--- src/rtl/pause_gate.sv ---
module pause_gate #(
  parameter int WIDTH        = 16,
  parameter int QUANTUM_CLKS = 128
) (
  input  logic             clk,
  input  logic             rst_n,
  input  logic             full_duplex,
  input  logic             rx_pause_en,
  input  logic             retry_test,
  input  logic             tx_stopped,
  input  logic             irq_mask,
  input  logic             load_strobe,
  input  logic [WIDTH-1:0] load_value,
  output logic             tx_hold,
  output logic             expire_irq,
  output logic [WIDTH-1:0] pause_time
);

  localparam int PW = (QUANTUM_CLKS > 2) ? $clog2(QUANTUM_CLKS) : 1;
  localparam logic [PW-1:0] PRE_LAST = PW'(QUANTUM_CLKS - 1);

  logic [WIDTH-1:0] pause_q;
  logic [PW-1:0]    pre_q;
  logic             irq_q;

  logic load_now, run, nonzero, pre_last, step;

  assign load_now = load_strobe & full_duplex;
  assign run      = rx_pause_en ? tx_stopped : 1'b1;
  assign nonzero  = |pause_q;
  assign pre_last = (pre_q == PRE_LAST);
  assign step     = run & nonzero & (retry_test | pre_last);

  always_ff @(posedge clk) begin
    if (!rst_n) begin
      pause_q <= '0;
      pre_q   <= '0;
      irq_q   <= 1'b0;
    end else begin
      irq_q <= 1'b0;
      if (load_now) begin
        pause_q <= load_value;
        pre_q   <= '0;
      end else begin
        if (run && nonzero && !retry_test)
          pre_q <= pre_last ? '0 : pre_q + 1'b1;
        if (step) begin
          pause_q <= pause_q - 1'b1;
          irq_q   <= irq_mask && (pause_q == WIDTH'(1));
        end
      end
    end
  end

  assign tx_hold    = rx_pause_en & full_duplex & nonzero;
  assign expire_irq = irq_q;
  assign pause_time = pause_q;

  p_load_r1: assert property (@(posedge clk) disable iff (!rst_n)
    (load_strobe && full_duplex) |=> (pause_time == $past(load_value)));

  p_halfdup_noload_r2: assert property (@(posedge clk) disable iff (!rst_n)
    !full_duplex |=> (pause_time <= $past(pause_time)));

  p_wait_stop_r6: assert property (@(posedge clk) disable iff (!rst_n)
    (rx_pause_en && !tx_stopped && !(load_strobe && full_duplex)) |=> $stable(pause_time));

  p_step_one_r4: assert property (@(posedge clk) disable iff (!rst_n)
    !(load_strobe && full_duplex) |=>
      (pause_time == $past(pause_time) || pause_time == $past(pause_time) - 1'b1));

  p_no_wrap_r8: assert property (@(posedge clk) disable iff (!rst_n)
    (pause_time == '0 && !(load_strobe && full_duplex)) |=> (pause_time == '0));

  p_irq_zero_r9: assert property (@(posedge clk) disable iff (!rst_n)
    expire_irq |-> (pause_time == '0));

  p_irq_masked_r9: assert property (@(posedge clk) disable iff (!rst_n)
    !irq_mask |=> !expire_irq);

  p_irq_pulse_r9: assert property (@(posedge clk) disable iff (!rst_n)
    expire_irq |=> !expire_irq);

endmodule

--- config.mk ---
export PLATFORM = sky130hd
export DESIGN_NAME = pause_gate
export DESIGN_NICKNAME = d
export VERILOG_FILES = /design/src/rtl/pause_gate.sv
export SDC_FILE = /design/constraint.sdc
export NUM_CORES = 1
export LEC_CHECK = 0
export ABC_AREA = 1
export BUFFER_PORTS_ARGS = -buffer_cell sky130_fd_sc_hd__buf_2
export CAP_MARGIN = 20
export CORE_MARGIN = 5
export CORE_UTILIZATION = 30
export CTS_CLUSTER_DIAMETER = 150
export DETAILED_ROUTE_END_ITERATION = 8
export PLACE_DENSITY = 0.49
export SYNTH_ARGS = -nofsm -noshare
export SYNTH_HDL_FRONTEND = slang
export SYNTH_SLANG_ARGS = --single-unit
--- constraint.sdc ---
create_clock -name clk -period 1.9 [get_ports clk]
set_input_delay 0.095 -clock clk [delete_from_list [all_inputs] [get_ports clk]]
set_output_delay 0.095 -clock clk [all_outputs]
set_load 0.005 [all_outputs]
==> impl_metrics.yaml, run 1 <==
synthesis:
  syn_area_um2: 1770
  synth-edff-count: 0
  synthFlopType: "dfxtp_1"
  syn-num-nets: 321
  synth-compound-area-share_pct: 7.07
  synth_fa_ha_area_share_pct: 2.12
  ys.warnings.count: 0
  ys_types: 27
  synth_top_area_cell: "dfxtp_1"
  avgSynthCellArea_um2: 6.02
  yosys.area_share.simple_pct: 53.6
  synth_xor_area_share_pct: 0.989
  synth_top_area_share_pct: 27.1
  async_flop_share_pct: 0
  synth_seq_cells: 24
  synth_mux_area_share_pct: 0
  yosys-top-cells-area: "dfxtp_1 27%, nand2_1 20%, nor2_1 9.8%, nand3_1 7.1%, inv_1 5.9%"
  synth_top_family_by_area: "simple AND/OR/NAND/NOR gates"
  yosysSeqAreaShare_pct: 27.1
  synthCells: 294
sta:
  tns_ps: 0
  setup_violations: 0
  hold_viol: 0
  min_period_ps: 1650
  finalCritPeriodShare_pct: 86.9
  fmax_mhz: 605
  whs_ps: 124
  tightest_slew_ps: 543
  slew_headroom_pct: 63.7
  rsz0062_at_grt: "false"
  skew_ps: 6.89
  final-max-slew-violation-count: 0
place:
  place.gp.congestion: 0.752
  portBuffers: 41
  dp.final_hpwl_um: 3690
outcome:
  outcome: "finished clean"
clock_tree:
  cts.htree.levels: 1
  cts_resized: 0
  cts_root_buf: "clkbuf_8"
  insertion_delay_ps: 270
  clkSinkCount: 24
  cts_max_path_buffers: 2
  cts_setup_buffers: 0
  numCtsBuffers: 3
  clk_pin_slew_ps: 90
  tritoncts: "built"
  cts_hold_buf: 0
final_layout:
  layout.cells.most_common: "nand2_1"
  num_antenna_cells: 0
  multi_input_area_um2: 1130
  nets: 364
  n_fill_cell: 690
  area.growth.synth_to_final_pct: 18.5
  final_cell_mix: "96 x nand2_1, 46 x nor2_1, 41 x buf_2"
  seqCellArea_um2: 480
  drive_above_1_share_pct: 23.3
run:
  drv_cap: 0
routing:
  route.detailed.drc: 0
  drtPass1Iterations: 4
  drt-total-wl_um: 4830
  drt_iter0_drc: 90
  vias: 1871
  viasPerCell: 4.56
  wl_per_cell_um: 11.8
  ant_nets: 0
die:
  start_util_pct: 30.4
  die_y_um: 86.8
  pin_count: 42
  row_count: 28
  dieArea_um2: 7540
  core_um2: 5820
  die_w_um: 86.8
pwr:
  power.leakage_nw: 1.10
  p_per_area_nw_per_um2: 700
  vdd_drop_max_mv: 0.253
setup_path:
  critical_path_arrival_ps: 1560
  crit_type: "register to output port"
  start_kind: "register"
  cp.required_ps: 1800
  crit_fanout: 7
  crit_path_end_kind: "output port"
global_route:
  grt_usage_pct: 13.6
  grt_pass1_wl_um: 8230
  antenna_found_initial: 0
  grt_overflow_total: 0
  grt_pass1_vias: 1811
  grt_max_degree: 17
min_path:
  hp-class: "input pin to register"
-- layout make-up --
cell class | count | area share (%)
Timing Repair Buffer | 46 | 11.6
Tap cell | 75 | 4.47
Inverter | 29 | 5.31
Sequential cell | 24 | 22.9
Multi-Input combinational cell | 233 | 53.8
Clock buffer | 3 | 1.97
-- stage by stage --
step,total power [W],util [%],std cells,worst slack (ps),cell area (µm²)
after floorplan,0.00102,-,294,327,1770
after detailed placement,0.00117,35.4,407,223,2060
after global placement,0.00117,35.4,407,245,2060
after CTS,0.00150,36.1,410,214,2100
final,0.00147,36.1,410,248,2100
after global routing,0.00161,36.1,410,95.2,2100
-- critical path, cell delays in order, from the launching register on --
cell	delay, ps
dfxtp_1	330
inv_1	90
ha_1	240
nand2_4	110
nor2_8	170
nand2_4	90
and3_1	140
buf_2	120
-- Yosys cell counts (2+ instances only) --
| library cell | n |
|---|---|
| xor2_1 | 2 |
| clkbuf_1 | 4 |
| buf_1 | 2 |
| nand2_2 | 4 |
| nand3_1 | 25 |
| o21bai_1 | 2 |
| nor2_1 | 46 |
| nand3b_1 | 5 |
| a21oi_1 | 13 |
| ha_1 | 3 |
| dfxtp_1 | 24 |
| inv_1 | 28 |
| nor2_4 | 2 |
| o21ai_0 | 9 |
| nand2_4 | 3 |
| nor2_2 | 16 |
| nand2_1 | 96 |
-- logic make-up (layout without fill, tap and decap cells) --
group | Yosys count | in the layout
adder cells (fa/ha/maj) | 3 | 3
XOR/XNOR | 2 | 2
flip-flops | 24 | 24
AND/OR/NAND/NOR | 204 | 204
buffers and inverters | 37 | 78
AO/OA/AOI/OAI | 24 | 24
-- per-layer routing --
layer	track usage, %	part of all wire [%]
met5	0	0
met3	2.00	3.7
met1	18.4	52
met2	21.7	43
met4	5.10	1.8
-- flip-flops by register name, summed over array words and instances, names as in the netlist --
signal	flops
expire_irq	1
pause_time	16
pre_q	7
-- where the power goes --
| group | switching (W) | leakage, nW | internal (W) |
|---|---|---|---|
| Clock | 0.000172 | 0.0216 | 0.000142 |
| Sequential | 0.0000556 | 0.197 | 0.000545 |
| Combinational | 0.000343 | 0.885 | 0.000212 |
-- final timing paths --
kind	from	endpoint	slack, ps	cells past startpoint
setup / recovery	pause_time[1]	tx_hold	250	7
hold / removal	load_value[11]	pause_time[11]	120	5
setup reg to reg	pause_time[1]	pause_time[14]	250	10
hold reg to reg	pre_q[1]	pre_q[1]	490	2
Note: power is estimated with default switching activity, not from simulation.
==> inputs of run 2 (changes only) <==
- BUFFER_PORTS_ARGS: -buffer_cell sky130_fd_sc_hd__buf_2 -> not set
- CORE_UTILIZATION: 30 -> 45
- DONT_BUFFER_PORTS: not set -> 1
- PLACE_DENSITY: 0.49 -> not set
==> impl_metrics.yaml, run 2 (same netlist as run 1, synthesis figures left out) <==
outcome:
  outcome: "finished clean"
die:
  start_util_pct: 47.3
  row_count: 22
  core_um2: 3740
  dieArea_um2: 5290
  die_w_um: 72.7
  pin_count: 42
  die_y_um: 72.7
clock_tree:
  numCtsBuffers: 3
  cts_root_buf: "clkbuf_8"
  cts_max_path_buffers: 2
  clkSinkCount: 24
  clk_pin_slew_ps: 100
  tritoncts: "built"
  cts.htree.levels: 1
  insertion_delay_ps: 270
sta:
  tns_ps: 0
  min_period_ps: 1650
  slew_headroom_pct: 58.0
  fmax_mhz: 605
  final-max-slew-violation-count: 0
  tightest_slew_ps: 627
  skew_ps: 5.49
  rsz0062_at_grt: "false"
  hold_viol: 0
  finalCritPeriodShare_pct: 87.0
  setup_violations: 0
setup_path:
  crit_fanout: 11
  start_kind: "register"
  cp.required_ps: 2080
  critical_path_arrival_ps: 1830
  crit_path_end_kind: "register"
  crit_type: "register to register"
routing:
  vias: 1696
  viasPerCell: 4.96
  drt-total-wl_um: 4320
  wl_per_cell_um: 12.6
  drt_iter0_drc: 124
  drtPass1Iterations: 4
  route.detailed.drc: 0
  ant_nets: 0
pwr:
  vdd_drop_max_mv: 0.390
  power.leakage_nw: 0.926
  p_per_area_nw_per_um2: 779
final_layout:
  num_antenna_cells: 0
  area.growth.synth_to_final_pct: 5.51
  top_register: "pause_time"
  final_util_pct: 49.9
  final_cell_mix: "96 x nand2_1, 46 x nor2_1, 28 x inv_1"
  layout.cells.most_common: "nand2_1"
  largest_reg_flops: 16
  drive_above_1_share_pct: 12.2
  nets: 322
run:
  drv_cap: 0
place:
  portBuffers: 0
  place.gp.congestion: 0.806
  dp.final_hpwl_um: 3310
global_route:
  grt_usage_pct: 17.3
  antenna_found_initial: 0
  grt_pass1_vias: 1575
  grt_max_degree: 24
  grt_pass1_wl_um: 7360
  grt_overflow_total: 0
min_path:
  hp-class: "input pin to register"
==> run 2: cell types whose count changed in the layout (fill, tap and decap cells not counted) <==
cell and change:
buf_2 -41, buf_4 -2, clkbuf_8 +1, dlygate4sd3_1 +1
==> run 2: layout make-up <==
cell class | instances | area, µm²
Fill cell | 427 | 1880
Multi-Input combinational cell | 233 | 1130
Sequential cell | 24 | 480
Inverter | 29 | 111
Tap cell | 48 | 60.1
Clock buffer | 4 | 55.1
Timing Repair Buffer | 4 | 32.5
==> run 2: routing by layer <==
metal	part of all wire (%)	vias to the layer above	global-route usage (%)
li1	-	912	-
met1	49	735	24.0
met2	43	47	27.5
met3	8.0	2	3.58
met4	0.72	0	3.69
met5	0	-	0
==> run 2: worst max-delay path, cell delays in order (launching register included) <==
cell and delay [ps]:
dfxtp_1 340, inv_1 100, ha_1 240, nand2_4 100, nor2_8 160, nand2_4 80
nand3_4 110, buf_4 210, nand3_1 80, nand2_1 80, nor2_2 50
==> run 2: final timing paths <==
path	start	end	slack (ps)	depth (start not counted)
min	load_value[9]	pause_time[9]	30	4
max reg2reg	pause_time[1]	pause_time[13]	250	10
max	pause_time[1]	pause_time[13]	250	10
min reg2reg	pre_q[1]	pre_q[1]	490	2
==> run 2: what timing repair did <==
action,CTS,global route
gates resized for setup,0,0
hold buffers,1,0
endpoints found under the hold margin,16,0
endpoints found under the setup margin,0,0
buffers inserted,0,0
==> run 2: metrics by stage <==
| step | total power [W] | cell area [µm²] | hold slack [ps] | worst slack, ps | instances |
|---|---|---|---|---|---|
| 3_5_place_dp | 0.00110 | 1800 | 230 | 249 | 337 |
| 4_1_cts | 0.00147 | 1870 | 33.0 | 236 | 342 |
| 2_1_floorplan | 0.00102 | 1770 | 306 | 327 | 294 |
| 6_report | 0.00145 | 1870 | 34.0 | 246 | 342 |
| 3_3_place_gp | 0.00110 | 1800 | 229 | 271 | 337 |
| 5_1_grt | 0.00157 | 1870 | 50.2 | 71.0 | 342 |
==> run 2: report_power, final <==
part           total [W]  switching [W]  internal, W
Sequential      0.000609      0.0000637     0.000545
Clock           0.000365       0.000180     0.000185
Combinational   0.000481       0.000312     0.000169
Total            0.00145       0.000555     0.000899
==> inputs of run 3 (changes only) <==
- PLACE_DENSITY: not set -> 0.61
==> impl_metrics.yaml, run 3 (same netlist as run 1, synthesis figures left out) <==
outcome:
  outcome: "finished clean"
sta:
  slew_headroom_pct: 60.0
  fmax_mhz: 604
  tightest_slew_ps: 599
  tns_ps: 0
  finalCritPeriodShare_pct: 87.2
  min_period_ps: 1660
  whs_ps: 36.8
  setup_violations: 0
  skew_ps: 5.20
  hold_viol: 0
  rsz0062_at_grt: "false"
  final-max-slew-violation-count: 0
min_path:
  hold_depth: 4
  worstHoldStart: "load_value[9]"
  holdPathEnd: "pause_time[9]"
  hp-class: "input pin to register"
pwr:
  swShare_pct: 35.8
  vdd_drop_max_mv: 0.310
  power.leakage_nw: 0.933
  comb_power_share_pct: 30.9
  pwr-share-seq_pct: 39.3
  design_power_total_w: 0.00155
  p_int_w: 0.000997
  switchingPower_w: 0.000555
  power_frac_clock_pct: 29.8
  p_per_area_nw_per_um2: 823
clock_tree:
  cts_max_path_buffers: 2
  cts_setup_buffers: 0
  numCtsBuffers: 3
  insertion_delay_ps: 280
  tritoncts: "built"
  clk_pin_slew_ps: 90
  cts.htree.levels: 1
  cts_root_buf: "clkbuf_8"
  clkSinkCount: 24
setup_path:
  timing.rr.start: "pause_time[1]"
  critical_path_arrival_ps: 1870
  cp.required_ps: 2120
  crit_fanout: 12
  crit_type: "register to register"
  start_kind: "register"
  reg2regPathDepth: 10
  crit_path_end_kind: "register"
  r2r-end: "pause_time[11]"
  reg2reg_slack_ps: 240
routing:
  drt-total-wl_um: 4350
  route.detailed.drc: 0
  ant_nets: 0
  vias: 1690
  wl_per_cell_um: 12.7
  viasPerCell: 4.94
  drt_iter0_drc: 119
  drtPass1Iterations: 4
die:
  start_util_pct: 47.3
  die_y_um: 72.7
  row_count: 22
  die_w_um: 72.7
  pin_count: 42
  dieArea_um2: 5290
  core_um2: 3740
final_layout:
  drive_above_1_share_pct: 12.2
  final_cell_mix: "96 x nand2_1, 46 x nor2_1, 28 x inv_1"
  layout.cells.most_common: "nand2_1"
  area.growth.synth_to_final_pct: 6.43
  top_register: "pause_time"
  final_cells: 342
  num_antenna_cells: 0
  nets: 322
  n_fill_cell: 425
  largest_reg_flops: 16
place:
  place_inst: 337
  dp.final_hpwl_um: 3320
  place.gp.congestion: 0.800
  portBuffers: 0
run:
  drv_cap: 0
global_route:
  grt_max_degree: 21
  antenna_found_initial: 0
  grt_overflow_total: 0
  grt_pass1_vias: 1510
  grt_pass1_wl_um: 7130
  grt_usage_pct: 17.1
-- run 3: cell types whose count changed in the layout (fill, tap and decap cells not counted), sizes merged --
cell	previous run	this run
clkbuf	4	3
bufinv	0	1
-- run 3: stage by stage --
stage / cell area [µm²] / setup slack, ps / util (%)
final: 1880 / 244 / 50.3
after CTS: 1880 / 207 / 50.3
after floorplan: 1770 / 327 / -
after global routing: 1880 / 66.9 / 50.3
after global placement: 1800 / 285 / 48.2
after detailed placement: 1800 / 254 / 48.2
-- run 3: power by group through the flow --
stage          Combinational [W]  Clock [W]  Sequential [W]
4_1_cts                 0.000483   0.000479        0.000610
5_1_grt                 0.000548   0.000502        0.000620
6_report                0.000480   0.000462        0.000609
3_5_place_dp            0.000474          0        0.000622
3_3_place_gp            0.000475          0        0.000622
2_1_floorplan           0.000411          0        0.000605
-- run 3: worst max-delay path by stage --
stage                     cells after the start              to           from
final                                        10  pause_time[11]  pause_time[1]
after global routing                         10  pause_time[11]  pause_time[1]
after CTS                                    10  pause_time[11]  pause_time[1]
after detailed placement                     10  pause_time[11]  pause_time[1]
after global placement                       10   pause_time[9]  pause_time[1]
after floorplan                              11  pause_time[13]  pause_time[0]
-- run 3: what timing repair did --
item                                   CTS  global route
hold buffers                             1             0
gates resized for setup                  0             0
endpoints found under the hold margin   16             0
-- run 3: worst max-delay path, cell delays in order (launching register included) --
cell	delay [ps]
dfxtp_1	340
inv_1	100
ha_1	240
nand2_4	100
nor2_8	170
nand2_4	80
nand3_4	140
nand2_4	100
inv_4	170
nor2_1	70
nor2_1	80
-- run 3: layer usage --
| layer | GRT usage [%] | vias to the layer above | wire length (µm) |
|---|---|---|---|
| met5 | 0 | - | 0 |
| met4 | 5.53 | 0 | 57 |
| met3 | 4.82 | 5 | 321 |
| met2 | 27.5 | 43 | 1990 |
| met1 | 22.0 | 729 | 1980 |
| li1 | - | 913 | - |
-- run 3: area by class of cell --
class                   count  area, µm²  share of cell area [%]
well taps                  48       60.1                    3.19
repair buffers              4       32.5                    1.73
flip-flops and latches     24        480                    25.5
clock inverters             1       30.0                    1.59
multi-input cells         233       1130                    59.9
inverters                  29        111                    5.91
clock buffers               3       41.3                    2.19
